<file path="src/rtl/trs_pkg.sv">
package trs_pkg;
  localparam logic [7:0] OFF_CTRL     = 8'h00;
  localparam logic [7:0] OFF_IMPL     = 8'h04;
  localparam logic [7:0] OFF_BASE_LO  = 8'h10;
  localparam logic [7:0] OFF_BASE_HI  = 8'h14;
  localparam logic [7:0] OFF_LIMIT_LO = 8'h18;
  localparam logic [7:0] OFF_LIMIT_HI = 8'h1C;
  localparam logic [7:0] OFF_WP_LO    = 8'h20;
  localparam logic [7:0] OFF_WP_HI    = 8'h24;
  localparam logic [7:0] OFF_RP_LO    = 8'h28;
  localparam logic [7:0] OFF_RP_HI    = 8'h2C;
  localparam logic [7:0] OFF_DATA     = 8'h40;

  localparam int CTL_ACTIVE = 0;
  localparam int CTL_ENABLE = 1;
  localparam int CTL_EMPTY  = 3;
  localparam int CTL_HALT   = 8;
  localparam int WP_WRAP    = 0;

  typedef enum logic [2:0] {
    SEL_NONE, SEL_CTRL, SEL_IMPL, SEL_LIMIT, SEL_WP, SEL_RP, SEL_DATA
  } reg_sel_e;

  function automatic logic [31:0] impl_word(input logic has_sram, input logic has_smem);
    return {18'd0, has_smem, has_sram, 4'h9, 4'h0, 4'h1};
  endfunction
endpackage

</file>
<file path="src/rtl/trs_power_seq.sv">
module trs_power_seq #(
  parameter int ACT_DELAY = 8
) (
  input  logic clk,
  input  logic rst_n,
  input  logic req,
  output logic ack
);
  localparam int CNT_W = $clog2(ACT_DELAY + 1);
  localparam logic [CNT_W-1:0] CNT_LAST = CNT_W'(ACT_DELAY - 1);

  logic [CNT_W-1:0] cnt_q;

  always_ff @(posedge clk or negedge rst_n) begin
    if (!rst_n) begin
      ack   <= 1'b0;
      cnt_q <= '0;
    end else if (req != ack) begin
      if (cnt_q == CNT_LAST) begin
        ack   <= req;
        cnt_q <= '0;
      end else begin
        cnt_q <= cnt_q + 1'b1;
      end
    end else begin
      cnt_q <= '0;
    end
  end
endmodule

</file>
<file path="src/rtl/trs_wrap_ptr.sv">
module trs_wrap_ptr #(
  parameter int AW = 10
) (
  input  logic          clk,
  input  logic          rst_n,
  input  logic          clear,
  input  logic          load,
  input  logic [AW-1:0] load_val,
  input  logic          step,
  input  logic [AW-1:0] limit,
  output logic [AW-1:0] ptr
);
  always_ff @(posedge clk or negedge rst_n) begin
    if (!rst_n)     ptr <= '0;
    else if (clear) ptr <= '0;
    else if (load)  ptr <= load_val;
    else if (step)  ptr <= (ptr == limit) ? '0 : ptr + 1'b1;
  end
endmodule

</file>
<file path="src/rtl/trs_sink_regs.sv">
module trs_sink_regs
  import trs_pkg::*;
#(
  parameter int MEM_AW          = 10,
  parameter int ADDR_W          = 8,
  parameter int ACT_DELAY       = 8,
  parameter bit RD_WHILE_ACTIVE = 1'b0
) (
  input  logic              clk,
  input  logic              rst_n,
  input  logic [ADDR_W-1:0] reg_addr,
  input  logic              reg_wr,
  input  logic              reg_rd,
  input  logic [31:0]       reg_wdata,
  output logic [31:0]       reg_rdata,
  output logic              reg_rvalid,
  output logic              sram_rd_en,
  output logic [MEM_AW-1:0] sram_rd_addr,
  input  logic [31:0]       sram_rd_data,
  input  logic              wr_push,
  input  logic              wr_empty,
  output logic [MEM_AW-1:0] wp_addr,
  output logic              ctl_enable,
  output logic              ctl_stop_on_wrap,
  output logic [MEM_AW-1:0] cfg_limit
);
  localparam int PAD_W = 30 - MEM_AW;
  localparam logic [MEM_AW-1:0] LIMIT_MAX = '1;

  function automatic logic [MEM_AW-1:0] to_word(input logic [31:0] v);
    logic [29:0] w;
    w = v[31:2];
    if ((w >> MEM_AW) != 30'd0) return LIMIT_MAX;
    return w[MEM_AW-1:0];
  endfunction

  function automatic logic [31:0] to_byte(input logic [MEM_AW-1:0] p);
    return {{PAD_W{1'b0}}, p, 2'b00};
  endfunction

  reg_sel_e          sel;
  logic              act_req, act_ack;
  logic              enable_q, halt_q, wrap_q;
  logic [MEM_AW-1:0] limit_q, wp_ptr, rp_ptr;
  logic              trace_busy, rp_open;
  logic              wr_ctl, wp_load, wp_step, wp_wrap, rp_load, rp_step;
  logic [31:0]       rd_word, rdata_q;
  logic              rvalid_q, mem_sel_q;

  // address decode
  always_comb begin
    case (reg_addr)
      ADDR_W'(OFF_CTRL):     sel = SEL_CTRL;
      ADDR_W'(OFF_IMPL):     sel = SEL_IMPL;
      ADDR_W'(OFF_LIMIT_LO): sel = SEL_LIMIT;
      ADDR_W'(OFF_WP_LO):    sel = SEL_WP;
      ADDR_W'(OFF_RP_LO):    sel = SEL_RP;
      ADDR_W'(OFF_DATA):     sel = SEL_DATA;
      default:               sel = SEL_NONE;
    endcase
  end

  // power request and delayed status
  always_ff @(posedge clk or negedge rst_n) begin
    if (!rst_n)                         act_req <= 1'b0;
    else if (reg_wr && sel == SEL_CTRL) act_req <= reg_wdata[CTL_ACTIVE];
  end

  trs_power_seq #(.ACT_DELAY(ACT_DELAY)) u_pwr (
    .clk(clk), .rst_n(rst_n), .req(act_req), .ack(act_ack)
  );

  assign trace_busy = enable_q || !wr_empty;
  assign rp_open    = !trace_busy || RD_WHILE_ACTIVE;
  assign wr_ctl     = act_ack && reg_wr && sel == SEL_CTRL;
  assign wp_load    = act_ack && reg_wr && sel == SEL_WP && !trace_busy;
  assign wp_step    = act_ack && wr_push;
  assign wp_wrap    = wp_step && !wp_load && wp_ptr == limit_q;
  assign rp_load    = act_ack && reg_wr && sel == SEL_RP && rp_open;
  assign rp_step    = act_ack && reg_rd && sel == SEL_DATA && rp_open;

  // control fields
  always_ff @(posedge clk or negedge rst_n) begin
    if (!rst_n) begin
      enable_q <= 1'b0;
      halt_q   <= 1'b0;
    end else if (!act_ack) begin
      enable_q <= 1'b0;
      halt_q   <= 1'b0;
    end else begin
      if (wr_ctl) begin
        enable_q <= reg_wdata[CTL_ENABLE];
        halt_q   <= reg_wdata[CTL_HALT];
      end
      if (wp_wrap && halt_q) enable_q <= 1'b0;
    end
  end

  // buffer bound
  always_ff @(posedge clk or negedge rst_n) begin
    if (!rst_n)        limit_q <= LIMIT_MAX;
    else if (!act_ack) limit_q <= LIMIT_MAX;
    else if (reg_wr && sel == SEL_LIMIT && !trace_busy)
      limit_q <= to_word(reg_wdata);
  end

  // wrap flag
  always_ff @(posedge clk or negedge rst_n) begin
    if (!rst_n)        wrap_q <= 1'b0;
    else if (!act_ack) wrap_q <= 1'b0;
    else if (wp_load)  wrap_q <= 1'b0;
    else if (wp_wrap)  wrap_q <= 1'b1;
  end

  trs_wrap_ptr #(.AW(MEM_AW)) u_wp (
    .clk(clk), .rst_n(rst_n), .clear(!act_ack), .load(wp_load),
    .load_val(to_word(reg_wdata)), .step(wp_step), .limit(limit_q), .ptr(wp_ptr)
  );

  trs_wrap_ptr #(.AW(MEM_AW)) u_rp (
    .clk(clk), .rst_n(rst_n), .clear(!act_ack), .load(rp_load),
    .load_val(to_word(reg_wdata)), .step(rp_step), .limit(limit_q), .ptr(rp_ptr)
  );

  // read mux
  always_comb begin
    rd_word = '0;
    if (sel == SEL_CTRL) rd_word[CTL_ACTIVE] = act_ack;
    if (act_ack) begin
      case (sel)
        SEL_CTRL: begin
          rd_word[CTL_ENABLE] = enable_q;
          rd_word[CTL_EMPTY]  = wr_empty;
          rd_word[CTL_HALT]   = halt_q;
        end
        SEL_IMPL:  rd_word = impl_word(1'b1, 1'b0);
        SEL_LIMIT: rd_word = to_byte(limit_q);
        SEL_WP:    rd_word = to_byte(wp_ptr) | {31'd0, wrap_q};
        SEL_RP:    rd_word = to_byte(rp_ptr);
        default:   rd_word = '0;
      endcase
    end
  end

  assign sram_rd_en   = act_ack && reg_rd && sel == SEL_DATA;
  assign sram_rd_addr = rp_ptr;

  always_ff @(posedge clk or negedge rst_n) begin
    if (!rst_n) begin
      rvalid_q  <= 1'b0;
      mem_sel_q <= 1'b0;
      rdata_q   <= '0;
    end else begin
      rvalid_q  <= reg_rd;
      mem_sel_q <= sram_rd_en;
      if (reg_rd) rdata_q <= rd_word;
    end
  end

  assign reg_rdata        = mem_sel_q ? sram_rd_data : rdata_q;
  assign reg_rvalid       = rvalid_q;
  assign wp_addr          = wp_ptr;
  assign ctl_enable       = enable_q;
  assign ctl_stop_on_wrap = halt_q;
  assign cfg_limit        = limit_q;
endmodule

</file>
<file path="config.mk">
export PLATFORM = sky130hd
export DESIGN_NAME = trs_sink_regs
export DESIGN_NICKNAME = d
export VERILOG_FILES = /design/src/rtl/trs_pkg.sv /design/src/rtl/trs_power_seq.sv /design/src/rtl/trs_wrap_ptr.sv /design/src/rtl/trs_sink_regs.sv
export SDC_FILE = /design/constraint.sdc
export NUM_CORES = 1
export LEC_CHECK = 0
export ABC_AREA = 1
export CAP_MARGIN = 20
export CORE_ASPECT_RATIO = 0.75
export CORE_MARGIN = 4
export CORE_UTILIZATION = 30
export DETAILED_ROUTE_END_ITERATION = 7
export DONT_BUFFER_PORTS = 1
export GPL_TIMING_DRIVEN = 0
export SYNTH_ARGS = -nofsm -noshare
export SYNTH_HDL_FRONTEND = slang
export SYNTH_SLANG_ARGS = --single-unit
</file>
<file path="constraint.sdc">
create_clock -name clk -period 1.7 [get_ports clk]
set_input_delay 0.34 -clock clk [delete_from_list [all_inputs] [get_ports clk]]
set_output_delay 0.34 -clock clk [all_outputs]
set_load 0.01 [all_outputs]
</file>
==> metrics.txt, run 1 <==
Cell Count, Final, Fillers Out slightly above 800; worst path arrival time 1.84 ns; P_int 3080 uW; mux contribution to synthesized area 0.0220; post-synthesis sequential area ratio 0.333; Slew HR 0.675; part of the cycle the worst path needs 0.968; clk_skew 0.00474 ns; Max Cap Viol 0; clock share of power 0.213; largest family of logic cells by synthesized area simple AND/OR/NAND/NOR gates; reg2reg setup slack around 0.054 ns; FMAX 607 MHz; initial antenna violation count 0; ys async rst share 1.00; gpl congestion 0.857; H-tree lvl count 2; setup violators final 0; CTS tree built; die height approximately 110 um; crit path launch cfg_limit[3]; clock sinks 54; maximum number of pins on one net before global-route repair 55; Netlist cell types 36; Hold Path Stages 0; register bit total from synthesis 54; min-delay src reg_rd; Cells after Synth approximately 620; Vias/cell around 4.8; die width 143 um; worst r2r path cells 10; DRC 0; min-delay worst type in -> reg; nets 714; syn nets about 700; vias in the first global route between 3,000 and 4,000; Num CTS Buffers 5; cell area after synthesis 4090 sq um; Avg Synthesized Cell Area 6.59 sq um; Tot GR Track Use 0.168; Clock transition at path regs 0.07 ns; Antenna diodes 0; RSZ-0062 raised after global routing true; startpoint types register; design area approximately 4600 sq um; Leak roughly 0.0024 uW; number of DRC markers in iteration 0 ~260; Worst Path Max Fanout 8; Area growth syn-to-layout 12.8%; first-pass detailed-route iteration total 7; Post-Place Cell Area 4300 sq um; HPWL after DPL approximately 10,000 um; via total after detailed routing 3,887; final hold vios 0; Max VDD drop approximately 0.58 mV; post-route ant nets 0; clk root buf clkbuf_16; Slew @ Worst Pin 0.486 ns; Initial Util 0.311; Reg-to-Reg Start cfg_limit[3]; Tmin final about 1.6 ns; count of input and output buffers 0; clock buffer depth 2; Net Sw Power about 2400 uW; Comb pwr share 0.344; adder and majority gate portion of the synthesized area 0.00918; Max Slew Vio Count 0; Cells after DPL 792; critical path capture point type register; status finished clean; Synthesis Warnings 0; site row count 36; Most used DFF post-synth dfrtp_1; Synth Area in Simple Gates 0.347; Compound-Gate Fraction of Synth Area 0.114; grt total ovfl 0; crit path kind reg -> reg; sw frac 0.437; total wire length between 10,000 and 15,000 um; Post-synth EDFFs 0; WP data required approximately 1.9 ns; wire per inst 16.4 um; Flop pwr share 0.443; die area around 16,000 sq um; core area ~13,000 sq um; Ports 144; Worst-Skew Late Latency 0.30 ns; layout cell share with drive strength beyond 1 0.164; Synth Area in XOR/XNOR 0.0385; first-pass GRT wire length about 20,000 um; power density cells about 1200 nW/um^2
per-layer routing:
metal	up-vias	global-route usage	routed length [um]
met5	-	0	0
met4	0	0.0366	163
met2	192	0.249	5430
li1	1964	-	-
met3	13	0.0465	1320
met1	1718	0.243	6260
cell usage in the layout, fill, tap and decap left out, types with 5 or more instances in the layout:
cell type	instances
inv_1	97
buf_4	7
a21oi_1	29
nor2_1	53
buf_6	6
xnor2_1	7
nand2_2	8
nand2_1	175
o21ai_0	41
dfrtp_2	7
mux2_2	8
dfrtp_1	37
clkbuf_16	5
inv_2	16
nand3_1	31
xor2_1	11
o21ai_1	10
nor2_2	8
nand4_1	21
dfstp_2	10
through the flow:
| step | total power (uW) | setup TNS (ns) | hold WS, ns | utilization | setup WS [ns] |
|---|---|---|---|---|---|
| 6_report | 5470 | 0 | 0.0629 | 0.351 | 0.0537 |
| 5_1_grt | 5900 | -0.0398 | 0.0513 | 0.351 | -0.0132 |
| 4_1_cts | 5420 | 0 | 0.0533 | 0.344 | 0.00146 |
| 3_5_place_dp | 4200 | -0.189 | 0.0458 | 0.327 | -0.0819 |
| 3_3_place_gp | 4170 | -0.162 | 0.0460 | 0.327 | -0.0708 |
| 2_1_floorplan | 3630 | 0 | 0.0444 | - | 0.251 |
worst paths after layout:
kind / endpoint
setup / recovery: u_rp.ptr[9]
hold / removal: reg_rvalid
setup reg to reg: u_rp.ptr[9]
hold reg to reg: u_pwr.cnt_q[0]
max in group asynchronous: cfg_limit[0]
min in group asynchronous: act_req
state kept, by name, summed over array words and instances (netlist names):
signal / cells
u_pwr.ack: 1
wrap_q: 1
act_req: 1
mem_sel_q: 1
u_pwr.cnt_q: 4
u_wp.ptr: 10
cfg_limit: 10
ctl_enable: 1
u_rp.ptr: 10
rdata_q: 13
ctl_stop_on_wrap: 1
reg_rvalid: 1
cell families after synthesis:
logic type	after synthesis
multiplexers	8
AO/OA/AOI/OAI	87
adder cells (fa/ha/maj)	3
AND/OR/NAND/NOR	318
XOR/XNOR	18
buffers and inverters	133
flip-flops	54
final cells by class:
class	count	area (sq um)
Sequential cell	54	1370
Inverter	115	432
Tap cell	171	214
Buffer	18	145
Fill cell	1451	8540
Multi-Input combinational cell	434	2220
Clock buffer	8	166
Timing Repair Buffer	5	60.1
Yosys cell counts (2+ instances only):
library cell / instances / area (sq um)
nand3b_1: 4 / 30.0
xor2_1: 11 / 96.3
buf_2: 6 / 30.0
dfstp_2: 10 / 263
nor2_2: 6 / 37.5
nand2_2: 4 / 25.0
a21oi_2: 3 / 26.3
inv_1: 102 / 383
buf_4: 3 / 22.5
inv_2: 11 / 41.3
nor2_8: 2 / 40.0
nand4_1: 21 / 131
and2_1: 2 / 12.5
ha_1: 3 / 37.5
xnor2_1: 7 / 61.3
dfrtp_1: 44 / 1100
nor2_1: 56 / 210
buf_6: 5 / 56.3
clkbuf_1: 3 / 11.3
mux2_2: 8 / 90.1
o21ai_0: 45 / 225
o211ai_1: 2 / 15.0
nand2_1: 180 / 676
nand2_4: 2 / 22.5
nand3_1: 33 / 165
o21ai_1: 6 / 30.0
a21oi_1: 29 / 145
nor3_1: 4 / 20.0
clkinv_1: 2 / 7.51
worst max-delay path, stage by stage, from the launching register on:
cell	delay, ns
dfstp_2	0.64
inv_2	0.09
nand2_2	0.06
nand2_2	0.04
nor2_1	0.10
nand2_1	0.09
nor2_4	0.16
nand2_4	0.10
buf_4	0.15
nand3_2	0.06
a21oi_2	0.05
power by group through the flow:
stage	logic [uW]	registers [uW]	clock network (uW)
2_1_floorplan	1480	2150	0
3_3_place_gp	1740	2430	0
3_5_place_dp	1760	2440	0
4_1_cts	1810	2410	1200
5_1_grt	2170	2480	1250
6_report	1880	2420	1170
what timing repair did:
action,4_1_cts,5_1_grt
endpoints found under the setup margin,25,31
endpoints found under the hold margin,54,0
pin swaps,0,9
buffers inserted,0,3
hold buffers,2,0
gates resized for setup,10,28
Power figures use the tool's default switching activity.
==> inputs of run 2 (changes only) <==
Settings changed: MAX_ROUTING_LAYER from default to met4, PLACE_DENSITY from default to 0.46, SLEW_MARGIN from default to 20.
==> run 2 against run 1 <==
Against the previous run:
- register-to-register slack improved by 0.02 ns
- die area unchanged
- critical path depth stayed put
- combinational power is 5% higher
- count of clock-buffer cells in the layout shrank 3
- largest cell class unchanged
- largest power group unchanged
==> metrics.txt, run 2 (synthesis results as in run 1) <==
total wire length 13,500 um (was 13,200 um); Clock transition at path regs 0.08 ns (was 0.07 ns); wire per inst 16.8 um (was 16.4 um); first-pass detailed-route iteration total 5 (was 7); crit path kind reg -> reg (unchanged); sw frac 0.455 (was 0.437); clk_skew 0.00919 ns (was 0.00474 ns); Comb pwr share 0.360 (was 0.344); FMAX 615 MHz (was 607 MHz); Reg with most FFs rdata_q (unchanged); Tot GR Track Use 0.176 (was 0.168); clock buffer depth 2 (unchanged); power density cells 1190 nW/um^2 (about the same); number of DRC markers in iteration 0 265 (was 261); CTS tree built (unchanged); Flop pwr share 0.437 (was 0.443); final-layout fill cell count 1,448 (was 1,451); Max Slew Vio Count 0 (unchanged); WP data required 1.91 ns (was 1.89 ns); Tmin final 1.62 ns (was 1.65 ns); die height 109 um (unchanged); Num CTS Buffers 5 (unchanged); layout cell share with drive strength beyond 1 0.170 (was 0.164); max reg flops 13 (unchanged); clock sinks 54 (unchanged); DRC 0 (unchanged); critical path capture point type register (unchanged); status finished clean (unchanged); die width 143 um (unchanged); vias in the first global route 3,797 (was 3,544); Net Sw Power 2500 uW (was 2390 uW); final hold vios 0 (unchanged); most frequent cells in the layout nand2_1, inv_1, nor2_1, o21ai_0, dfrtp_1 (unchanged); die area 15,600 sq um (unchanged); initial antenna violation count 0 (unchanged); post-route ant nets 0 (unchanged); Slew HR 0.678 (was 0.675); Antenna diodes 0 (unchanged); min-delay worst type in -> reg (unchanged); Ports 144 (unchanged); most common cell after layout, fill and taps aside nand2_1 (unchanged); Worst-Skew Late Latency 0.31 ns (was 0.30 ns); nets 715 (was 714); part of the cycle the worst path needs 0.956 (was 0.968); grt total ovfl 0 (unchanged); setup violators final 0 (unchanged); clock share of power 0.203 (was 0.213); Max VDD drop 0.547 mV (was 0.581 mV); Initial Util 0.311 (unchanged); startpoint types register (unchanged); post-layout util 0.351 (about the same); Area growth syn-to-layout 12.9% (was 12.8%); clk root buf clkbuf_16 (unchanged); Slew @ Worst Pin 0.483 ns (was 0.486 ns); HPWL after DPL 10,600 um (was 10,300 um); Vias/cell 4.94 (was 4.83); maximum number of pins on one net before global-route repair 55 (unchanged); site row count 36 (unchanged); H-tree lvl count 2 (unchanged); reg2reg setup slack 0.08 ns (was 0.05 ns); core area 13,200 sq um (unchanged); gpl congestion 0.849 (was 0.857); Max Cap Viol 0 (unchanged); via total after detailed routing 3,979 (was 3,887); Worst Path Max Fanout 8 (unchanged); setup ws final 0.0751 ns (was 0.0537 ns); first-pass GRT wire length 20,700 um (was 20,200 um); P_int 2990 uW (was 3080 uW); Leak 0.00240 uW (was 0.00241 uW); count of input and output buffers 0 (unchanged); dpl ws -0.0594 ns (was -0.0819 ns); worst path arrival time 1.83 ns (was 1.84 ns)
## run 2: final cells by class
class | instances | area, sq um | area share
inverters | 115 | 432 | 0.0935
clock buffers | 5 | 125 | 0.0271
multi-input cells | 434 | 2240 | 0.484
flip-flops and latches | 54 | 1370 | 0.297
well taps | 171 | 214 | 0.0463
plain buffers | 18 | 146 | 0.0317
repair buffers | 6 | 65.1 | 0.0141
clock inverters | 3 | 26.3 | 0.00569
## run 2: timing repair
action | in CTS | in global routing
hold buffers | 2 | 0
gates resized for setup | 7 | 40
endpoints found under the hold margin | 54 | 0
setup buffers | 0 | 3
pin swaps | 0 | 5
setup endpoints to repair | 37 | 43
cloned | 0 | 1
## run 2: metrics by stage
step	total power [uW]	cell area, sq um	TNS, ns	cells	hold slack, ns
after detailed placement	4210	4300	-0.485	792	0.0483
after global routing	5950	4620	-0.0148	806	0.0420
after global placement	4190	4300	-0.439	792	0.0477
final	5490	4620	0	806	0.0601
after floorplan	3630	4090	0	621	0.0444
after CTS	5390	4510	-0.0795	802	0.0493
## run 2: critical path, stage by stage, from the launching register on
cell	delay, ns
dfstp_2	0.63
inv_2	0.06
nand2_1	0.06
nand2_1	0.05
nor2_1	0.12
nand2_2	0.09
nor2_4	0.14
nand2_4	0.10
and2_4	0.15
nand2_1	0.06
nand2_1	0.04
## run 2: path summary, 6_finish.rpt
check,depth (start not counted),to,start
min in group asynchronous,2,u_rp.ptr[5],rst_n
setup reg to reg,10,u_rp.ptr[4],cfg_limit[2]
hold / removal,0,reg_rvalid,reg_rd
max in group asynchronous,2,cfg_limit[0],rst_n
setup / recovery,10,u_rp.ptr[4],cfg_limit[2]
hold reg to reg,1,u_pwr.cnt_q[0],u_pwr.cnt_q[0]
## run 2: power groups by stage
stage | logic, uW | clock network [uW] | registers (uW)
after floorplan | 1480 | 0 | 2150
after global placement | 1770 | 0 | 2420
after detailed placement | 1780 | 0 | 2430
after CTS | 1840 | 1150 | 2410
after global routing | 2290 | 1190 | 2470
final | 1980 | 1120 | 2400
## run 2: metal layers
| layer | part of all wire | GRT usage |
|---|---|---|
| met1 | 0.48 | 0.249 |
| met2 | 0.42 | 0.255 |
| met3 | 0.084 | 0.0443 |
| met4 | 0.0086 | 0.0346 |
| met5 | 0 | - |
